===== src/rtl/wpoll_pkg.sv =====
// Package: shared encodings for the write-and-poll sequencer.
// Assumes: the byte engine decodes the op code values below.
package wpoll_pkg;

    // Commands to the bus byte engine
    typedef enum logic [1:0] {
        BUS_NONE  = 2'b00,
        BUS_START = 2'b01,
        BUS_STOP  = 2'b10,
        BUS_SEND  = 2'b11
    } bus_op_e;

    // Completion status
    typedef enum logic [1:0] {
        ERR_NONE = 2'd0,
        ERR_NACK = 2'd1,
        ERR_POLL = 2'd2
    } err_e;

    // Sequencer states
    typedef enum logic [3:0] {
        S_IDLE,
        S_HSTART,
        S_HCTRL,
        S_HADDR_HI,
        S_HADDR_LO,
        S_FETCH,
        S_DATA,
        S_WSTOP,
        S_PSTART,
        S_PCTRL,
        S_PSTOP,
        S_ABORT,
        S_DONE
    } seq_state_e;

    // Upper nibble of the memory control byte
    localparam logic [3:0] CTRL_CODE = 4'b1010;

endpackage


===== src/rtl/wpoll_burst_calc.sv =====
// Module: wpoll_burst_calc
// Computes the length of the next burst: the smaller of the remaining byte
// count and the room left in the current page.
// Assumes: PAGE_BYTES is a power of two and LEN_W > log2(PAGE_BYTES).
module wpoll_burst_calc #(
    parameter int ADDR_W     = 15,
    parameter int LEN_W      = 16,
    parameter int PAGE_BYTES = 64,
    localparam int PAGE_W    = $clog2(PAGE_BYTES)
) (
    input  logic              clk,
    input  logic              rst_n,
    input  logic [ADDR_W-1:0] cur_addr,
    input  logic [LEN_W-1:0]  remaining,
    output logic [PAGE_W:0]   burst_len
);

    localparam logic [PAGE_W:0] PAGE_SZ = (PAGE_W + 1)'(PAGE_BYTES);

    logic [PAGE_W:0] offset;
    logic [PAGE_W:0] room;

    // Room left between the current address and the end of its page
    always_comb begin
        offset = {1'b0, cur_addr[PAGE_W-1:0]};
        room   = PAGE_SZ - offset;
        if (remaining < LEN_W'(room)) begin
            burst_len = remaining[PAGE_W:0];
        end else begin
            burst_len = room;
        end
    end

    // A non-empty transfer yields a non-empty burst that stays inside its page
    assert_burst_in_page_R3: assert property (@(posedge clk) disable iff (!rst_n)
        (remaining != '0) |-> ((burst_len != '0) && ((offset + burst_len) <= PAGE_SZ)));

endmodule


===== src/rtl/wpoll_poll_ctr.sv =====
// Module: wpoll_poll_ctr
// Counts NACKed acknowledge polls within one burst and flags when the next
// NACK would exceed the allowed budget.
// Assumes: limit is held constant while the counter is in use.
module wpoll_poll_ctr #(
    parameter int RETRY_W = 8
) (
    input  logic               clk,
    input  logic               rst_n,
    input  logic               clr,
    input  logic               nack,
    input  logic [RETRY_W-1:0] limit,
    output logic               exhausted
);

    logic [RETRY_W-1:0] cnt;

    // NACK counter, cleared at each burst stop
    always_ff @(posedge clk) begin
        if (!rst_n || clr) begin
            cnt <= '0;
        end else if (nack && !exhausted) begin
            cnt <= cnt + RETRY_W'(1);
        end
    end

    // Budget reached once the count equals the limit
    assign exhausted = (cnt == limit);

    // The count never passes the budget
    assert_poll_cnt_bound_R7: assert property (@(posedge clk) disable iff (!rst_n)
        (nack && exhausted) |=> (cnt == $past(cnt)));

endmodule


===== src/rtl/wpoll_cmd_port.sv =====
// Module: wpoll_cmd_port
// Turns a state's request into a one-cycle command pulse to the byte engine
// and tracks the single outstanding command until the engine responds.
// Assumes: the engine responds no earlier than the cycle after the pulse.
module wpoll_cmd_port
    import wpoll_pkg::*;
(
    input  logic       clk,
    input  logic       rst_n,
    input  logic       issue,
    input  bus_op_e    op_in,
    input  logic [7:0] byte_in,
    input  logic       rsp_valid,
    output logic       cmd_valid,
    output bus_op_e    cmd_op,
    output logic [7:0] cmd_byte,
    output logic       rsp_fire
);

    logic pend;

    // Outstanding-command flag: set by a pulse, cleared by the response
    always_ff @(posedge clk) begin
        if (!rst_n) begin
            pend <= 1'b0;
        end else if (cmd_valid) begin
            pend <= 1'b1;
        end else if (rsp_valid) begin
            pend <= 1'b0;
        end
    end

    // Pulse a command only when none is in flight
    assign cmd_valid = issue && !pend;
    assign cmd_op    = op_in;
    assign cmd_byte  = byte_in;
    assign rsp_fire  = rsp_valid && pend;

    // Commands are single-cycle pulses
    assert_cmd_pulse_R12: assert property (@(posedge clk) disable iff (!rst_n)
        cmd_valid |=> !cmd_valid);

endmodule


===== src/rtl/wpoll_seq.sv =====
// Module: wpoll_seq (top)
// Stores a byte stream into a paged serial memory through a bus byte engine.
// Splits the stream into page-bounded write bursts and polls the memory for
// an acknowledge after each burst before continuing.
// Assumes: ADDR_W <= 15; the configuration is sampled on an accepted start.
module wpoll_seq
    import wpoll_pkg::*;
#(
    parameter int ADDR_W     = 15,
    parameter int LEN_W      = 16,
    parameter int PAGE_BYTES = 64,
    parameter int RETRY_W    = 8
) (
    input  logic               clk,
    input  logic               rst_n,
    input  logic               start,
    input  logic [ADDR_W-1:0]  start_addr,
    input  logic [LEN_W-1:0]   xfer_len,
    input  logic [2:0]         chip_sel,
    input  logic [RETRY_W-1:0] poll_limit,
    input  logic               chain_en,
    input  logic [7:0]         src_data,
    input  logic               src_valid,
    output logic               src_ready,
    output logic               eng_cmd_valid,
    output logic [1:0]         eng_cmd_op,
    output logic [7:0]         eng_cmd_byte,
    input  logic               eng_rsp_valid,
    input  logic               eng_rsp_ack,
    output logic               busy,
    output logic               done,
    output logic [1:0]         err_code
);

    localparam int PAGE_W = $clog2(PAGE_BYTES);

    seq_state_e         state;
    err_e               err_q;
    logic [ADDR_W-1:0]  cur_addr;
    logic [LEN_W-1:0]   remaining;
    logic [PAGE_W:0]    burst_left;
    logic [PAGE_W:0]    burst_len;
    logic [7:0]         data_q;
    logic [2:0]         sel_q;
    logic [RETRY_W-1:0] limit_q;
    logic               chain_q;
    logic               issue;
    bus_op_e            op_sel;
    bus_op_e            op_out;
    logic [7:0]         byte_sel;
    logic [7:0]         ctrl_byte;
    logic [15:0]        addr_ext;
    logic               rsp_fire;
    logic               poll_clr;
    logic               poll_nack;
    logic               poll_out;

    // Next-burst length from address and remaining count
    wpoll_burst_calc #(
        .ADDR_W    (ADDR_W),
        .LEN_W     (LEN_W),
        .PAGE_BYTES(PAGE_BYTES)
    ) u_calc (
        .clk      (clk),
        .rst_n    (rst_n),
        .cur_addr (cur_addr),
        .remaining(remaining),
        .burst_len(burst_len)
    );

    // Per-burst poll budget
    wpoll_poll_ctr #(
        .RETRY_W(RETRY_W)
    ) u_poll (
        .clk      (clk),
        .rst_n    (rst_n),
        .clr      (poll_clr),
        .nack     (poll_nack),
        .limit    (limit_q),
        .exhausted(poll_out)
    );

    // Command pulse and response tracking
    wpoll_cmd_port u_port (
        .clk      (clk),
        .rst_n    (rst_n),
        .issue    (issue),
        .op_in    (op_sel),
        .byte_in  (byte_sel),
        .rsp_valid(eng_rsp_valid),
        .cmd_valid(eng_cmd_valid),
        .cmd_op   (op_out),
        .cmd_byte (eng_cmd_byte),
        .rsp_fire (rsp_fire)
    );

    assign eng_cmd_op = op_out;
    assign addr_ext   = {{(16 - ADDR_W){1'b0}}, cur_addr};
    assign ctrl_byte  = {CTRL_CODE, sel_q, 1'b0};
    assign poll_clr   = rsp_fire && (state == S_WSTOP);
    assign poll_nack  = rsp_fire && (state == S_PCTRL) && !eng_rsp_ack;
    assign src_ready  = (state == S_FETCH);
    assign busy       = (state != S_IDLE);
    assign done       = (state == S_DONE);
    assign err_code   = err_q;

    // Command selection for the current state
    always_comb begin
        issue    = 1'b1;
        op_sel   = BUS_SEND;
        byte_sel = 8'h00;
        case (state)
            S_HSTART, S_PSTART:        op_sel = BUS_START;
            S_HCTRL, S_PCTRL:          byte_sel = ctrl_byte;
            S_HADDR_HI:                byte_sel = {1'b0, addr_ext[14:8]};
            S_HADDR_LO:                byte_sel = addr_ext[7:0];
            S_DATA:                    byte_sel = data_q;
            S_WSTOP, S_PSTOP, S_ABORT: op_sel = BUS_STOP;
            default: begin
                issue  = 1'b0;
                op_sel = BUS_NONE;
            end
        endcase
    end

    // Sequencer state, counters and status
    always_ff @(posedge clk) begin
        if (!rst_n) begin
            state      <= S_IDLE;
            err_q      <= ERR_NONE;
            cur_addr   <= '0;
            remaining  <= '0;
            burst_left <= '0;
            data_q     <= '0;
            sel_q      <= '0;
            limit_q    <= '0;
            chain_q    <= 1'b0;
        end else begin
            case (state)
                S_IDLE: begin
                    if (start) begin
                        err_q     <= ERR_NONE;
                        cur_addr  <= start_addr;
                        remaining <= xfer_len;
                        sel_q     <= chip_sel;
                        limit_q   <= poll_limit;
                        chain_q   <= chain_en;
                        state     <= (xfer_len == '0) ? S_DONE : S_HSTART;
                    end
                end
                S_FETCH: begin
                    if (src_valid) begin
                        data_q <= src_data;
                        state  <= S_DATA;
                    end
                end
                S_DONE: state <= S_IDLE;
                default: begin
                    if (rsp_fire) begin
                        case (state)
                            S_HSTART: state <= S_HCTRL;
                            S_HCTRL: begin
                                if (eng_rsp_ack) begin
                                    state <= S_HADDR_HI;
                                end else begin
                                    err_q <= ERR_NACK;
                                    state <= S_ABORT;
                                end
                            end
                            S_HADDR_HI: begin
                                burst_left <= burst_len;
                                if (eng_rsp_ack) begin
                                    state <= S_HADDR_LO;
                                end else begin
                                    err_q <= ERR_NACK;
                                    state <= S_ABORT;
                                end
                            end
                            S_HADDR_LO: begin
                                if (eng_rsp_ack) begin
                                    state <= S_FETCH;
                                end else begin
                                    err_q <= ERR_NACK;
                                    state <= S_ABORT;
                                end
                            end
                            S_DATA: begin
                                if (eng_rsp_ack) begin
                                    cur_addr   <= cur_addr + ADDR_W'(1);
                                    remaining  <= remaining - LEN_W'(1);
                                    burst_left <= burst_left - (PAGE_W + 1)'(1);
                                    state      <= (burst_left == (PAGE_W + 1)'(1)) ? S_WSTOP : S_FETCH;
                                end else begin
                                    err_q <= ERR_NACK;
                                    state <= S_ABORT;
                                end
                            end
                            S_WSTOP:  state <= S_PSTART;
                            S_PSTART: state <= S_PCTRL;
                            S_PCTRL: begin
                                if (eng_rsp_ack) begin
                                    if (remaining == '0) begin
                                        state <= S_PSTOP;
                                    end else if (chain_q) begin
                                        state <= S_HADDR_HI;
                                    end else begin
                                        state <= S_PSTOP;
                                    end
                                end else if (poll_out) begin
                                    err_q <= ERR_POLL;
                                    state <= S_ABORT;
                                end else begin
                                    state <= S_PSTART;
                                end
                            end
                            S_PSTOP:  state <= (remaining == '0) ? S_DONE : S_HSTART;
                            S_ABORT:  state <= S_DONE;
                            default:  state <= S_IDLE;
                        endcase
                    end
                end
            endcase
        end
    end

    // An accepted source byte goes out as the next command
    assert_fetch_then_send_R10: assert property (@(posedge clk) disable iff (!rst_n)
        (src_ready && src_valid) |=> (eng_cmd_valid && (eng_cmd_op == BUS_SEND)
                                      && (eng_cmd_byte == $past(src_data))));

    // Once a byte NACK is recorded, the only command left is a stop
    assert_nack_stop_R8: assert property (@(posedge clk) disable iff (!rst_n)
        (eng_cmd_valid && (err_q == ERR_NACK)) |-> (eng_cmd_op == BUS_STOP));

    // Poll timeout is closed by a stop
    assert_poll_stop_R7: assert property (@(posedge clk) disable iff (!rst_n)
        (eng_cmd_valid && (err_q == ERR_POLL)) |-> (eng_cmd_op == BUS_STOP));

    // Completion is a single-cycle pulse that returns to idle
    assert_done_pulse_R5: assert property (@(posedge clk) disable iff (!rst_n)
        done |=> (!done && !busy));

endmodule


===== config.mk =====
export PLATFORM = sky130hd
export DESIGN_NAME = wpoll_seq
export DESIGN_NICKNAME = d
export VERILOG_FILES = /design/src/rtl/wpoll_pkg.sv /design/src/rtl/wpoll_burst_calc.sv /design/src/rtl/wpoll_poll_ctr.sv /design/src/rtl/wpoll_cmd_port.sv /design/src/rtl/wpoll_seq.sv
export SDC_FILE = /design/constraint.sdc
export NUM_CORES = 1
export LEC_CHECK = 0
export ABC_AREA = 0
export BUFFER_PORTS_ARGS = -buffer_cell sky130_fd_sc_hd__buf_2
export CORE_AREA = 2 2 132 134
export CTS_CLUSTER_DIAMETER = 100
export CTS_CLUSTER_SIZE = 25
export DETAILED_ROUTE_END_ITERATION = 10
export DIE_AREA = 0 0 134 136
export HOLD_SLACK_MARGIN = 0.06
export REMOVE_ABC_BUFFERS = 1
export SLEW_MARGIN = 25
export SYNTH_ARGS = -nofsm -noshare
export SYNTH_HDL_FRONTEND = slang
export SYNTH_HIERARCHICAL = 1
export SYNTH_SLANG_ARGS = --single-unit

===== constraint.sdc =====
create_clock -name clk -period 3.3 [get_ports clk]
set_input_delay 0.99 -clock clk [delete_from_list [all_inputs] [get_ports clk]]
set_output_delay 0.99 -clock clk [all_outputs]
set_load 0.005 [all_outputs]

==> impl_metrics.py <==
metrics = {
    "power": {
        "power.switching_mw": 2.72,
        "combPwrFrac": 0.599,
        "power_leakage_nw": 2.17,
        "powerDensity_nw_per_um2": 1000,
        "p_sw_frac": 0.470,
        "intPower_mw": 3.07,
        "p_clk_frac": 0.174,
        "p_seq_frac": 0.227,
        "vdd_drop_max_mv": 0.480,
    },
    "drt": {
        "drt_iter0_markers": 440,
        "drc": 0,
        "via_per_inst": 5.41,
        "drt-wirelength-per-cell_um": 15.5,
        "drt_wl_total_mm": 14.5,
        "ant_nets": 0,
        "drt_pass1_iterations": 7,
        "vias": 5056,
    },
    "worst_hold_path": {
        "hold_class": "register to register",
    },
    "finish": {
        "final_core_util": 0.342,
        "area_growth_pct": 16.4,
        "fin_nets": 773,
        "antenna_cells": 0,
        "fin_area_sq_um": 5770,
        "post_route_cells_drive_above_1_share": 0.181,
    },
    "logic_synthesis": {
        "synth_seq_area_share": 0.295,
        "async_flop_share": 0,
        "synth_common_cells": "91 x nand2_1, 75 x a21oi_1, 73 x dfxtp_1",
        "ys_types": 68,
        "yosysWarnings": 6,
        "yosys-top-cells-area": "dfxtp_1 29%, a21oi_1 7.6%, nand2_1 6.9%",
        "synth_edf_count": 0,
        "post_synth.cell_area_avg_sq_um": 7.48,
        "syn_inst": 663,
        "yosysTopAreaCellShare": 0.295,
        "yosysMostFrequentCell": "nand2_1",
        "synth_area_sq_um": 4960,
        "synth_top_flop_cell": "dfxtp_1",
        "ys_seq_elements": 73,
        "yosysTopAreaCell": "dfxtp_1",
    },
    "setup_path": {
        "arrival_ps": 2050,
        "cp.required_ps": 2310,
        "setup.worst_path.end_class": "output pin",
        "critPathKind": "register to output pin",
        "worstPathMaxFanout": 14,
        "critPathLaunchType": "register",
    },
    "grt": {
        "track_usage": 0.162,
        "grt_pass1_wl_mm": 23.9,
        "grt-ovfl-total": 0,
        "grt_max_degree": 55,
        "grt_pass1_vias": 4560,
        "antenna_found_initial": 0,
    },
    "cts": {
        "cts_tree": "done",
        "h-tree-depth": 3,
        "clockBufferDepth": 2,
        "cts_buffers": 9,
        "clk-insertion-delay-late_ps": 340,
        "cts_setup_buffers": 0,
        "ctsHoldBuffers": 0,
        "cts.sinks": 73,
        "cts_resized": 0,
        "path_clk_slew_ps": 60,
        "cts-root-buf": "clkbuf_16",
    },
    "floorplanning": {
        "dieArea_sq_um": 18200,
        "start_util": 0.294,
        "die_h_um": 136,
        "core_area_sq_um": 16900,
        "io_pins": 73,
        "num_rows": 48,
        "die_w_um": 134,
    },
    "place": {
        "post-place-ws_ps": 415,
        "place_area_sq_um": 5460,
        "port_buffers": 72,
        "dp_hpwl_mm": 10.4,
        "place_congestion": 0.856,
    },
    "sta": {
        "timing.final.max_slew_violations": 0,
        "fin_crit_ps": 3040,
        "tightest_slew_ps": 793,
        "hold_viol": 0,
        "rsz0062_at_grt": "false",
        "max_freq_mhz": 329,
        "slew_headroom": 0.467,
        "fin_crit_sh": 0.921,
        "finClkSkew_ps": 6.52,
        "setup_viol_count_final": 0,
        "setup_ws_ps": 262,
    },
    "run_status": {
        "status": "complete, no violations",
    },
    "flow_run": {
        "cap_viol_max_count": 0,
    },
}
==> registers in the layout, indices dropped and copies added (netlist names) <==
signal       flops
u_poll/cnt       8
u_port/pend      1
state            4
remaining       16
err_code         2
data_q           8
burst_left       7
chain_q          1
limit_q          8
sel_q            3
cur_addr        15
==> cell families (layout without fill, tap and decap cells) <==
kind of cell | Yosys count | in the layout | share of synthesized area
compound gates | 206 | 206 | 0.278
xor+xnor | 15 | 15 | 0.0265
fa+ha+maj | 13 | 13 | 0.0323
buf+inv | 82 | 128 | 0.0755
flops | 73 | 73 | 0.295
mux | 10 | 10 | 0.0222
simple gates | 264 | 264 | 0.271
==> worst max-delay path, cell delays in order (launching register included) <==
cell      delay, ps
dfxtp_1         570
and4bb_2        410
a22o_1          270
a221o_1         310
buf_2           150
==> area by class of cell <==
cell class | count | area, sq um
tap | 225 | 282
fill | 1791 | 11100
timing repair buffer | 90 | 508
inverter | 22 | 82.6
sequential | 73 | 1460
clock inverter | 6 | 66.3
multi-input combinational | 508 | 3130
clock buffer | 10 | 239
==> path summary, 6_finish.rpt <==
kind                     from               to  slack, ps  depth (start not counted)
setup / recovery     state[0]  eng_cmd_byte[1]        260                          4
setup reg to reg  cur_addr[1]    burst_left[1]        430                         12
hold / removal      data_q[3]        data_q[3]        460                          2
hold reg to reg     data_q[3]        data_q[3]        460                          2
==> through the flow <==
| stage | power (mW) | TNS, ps | std cells | hold WS [ps] |
|---|---|---|---|---|
| after CTS | 5.80 | 0 | 934 | 462 |
| after global placement | 4.77 | 0 | 918 | 452 |
| after global routing | 6.30 | 0 | 934 | 490 |
| final | 5.79 | 0 | 934 | 464 |
| after detailed placement | 4.77 | 0 | 918 | 454 |
| after floorplan | 3.83 | -23160 | 603 | 436 |
==> cells in the final DEF, fill, tap and decap left out, types with 5 or more instances in the layout <==
| master | n |
|---|---|
| nor2b_1 | 7 |
| a31oi_1 | 6 |
| nor3_1 | 17 |
| a21oi_1 | 75 |
| or4_1 | 6 |
| xnor2_1 | 11 |
| o31ai_1 | 16 |
| nor4_1 | 10 |
| inv_1 | 22 |
| dfxtp_1 | 73 |
| nand3_1 | 19 |
| buf_2 | 72 |
| a22o_1 | 5 |
| buf_4 | 17 |
| nand4_1 | 15 |
| mux2i_1 | 8 |
| clkbuf_16 | 9 |
| a22oi_1 | 6 |
| nand2_1 | 91 |
| ha_1 | 12 |
| a21o_1 | 9 |
| and3_1 | 5 |
| nor2_1 | 57 |
| o21ai_0 | 27 |
| nand3b_1 | 5 |
| a211oi_1 | 5 |
| o32ai_1 | 6 |
| o211ai_1 | 13 |
==> power by group through the flow <==
stage          sequential (mW)  combinational [mW]  clock (mW)
3_3_place_gp              1.33                3.44           0
6_report                  1.32                3.47        1.01
5_1_grt                   1.35                3.88        1.06
3_5_place_dp              1.33                3.44           0
4_1_cts                   1.31                3.46        1.03
2_1_floorplan             1.33                2.49           0
==> layer usage <==
metal,GRT usage,part of all wire
met2,0.252,0.45
met3,0.0250,0.041
met4,0.0609,0.023
met1,0.226,0.49
met5,0,0
No activity file was read; power rests on OpenSTA's default activity.
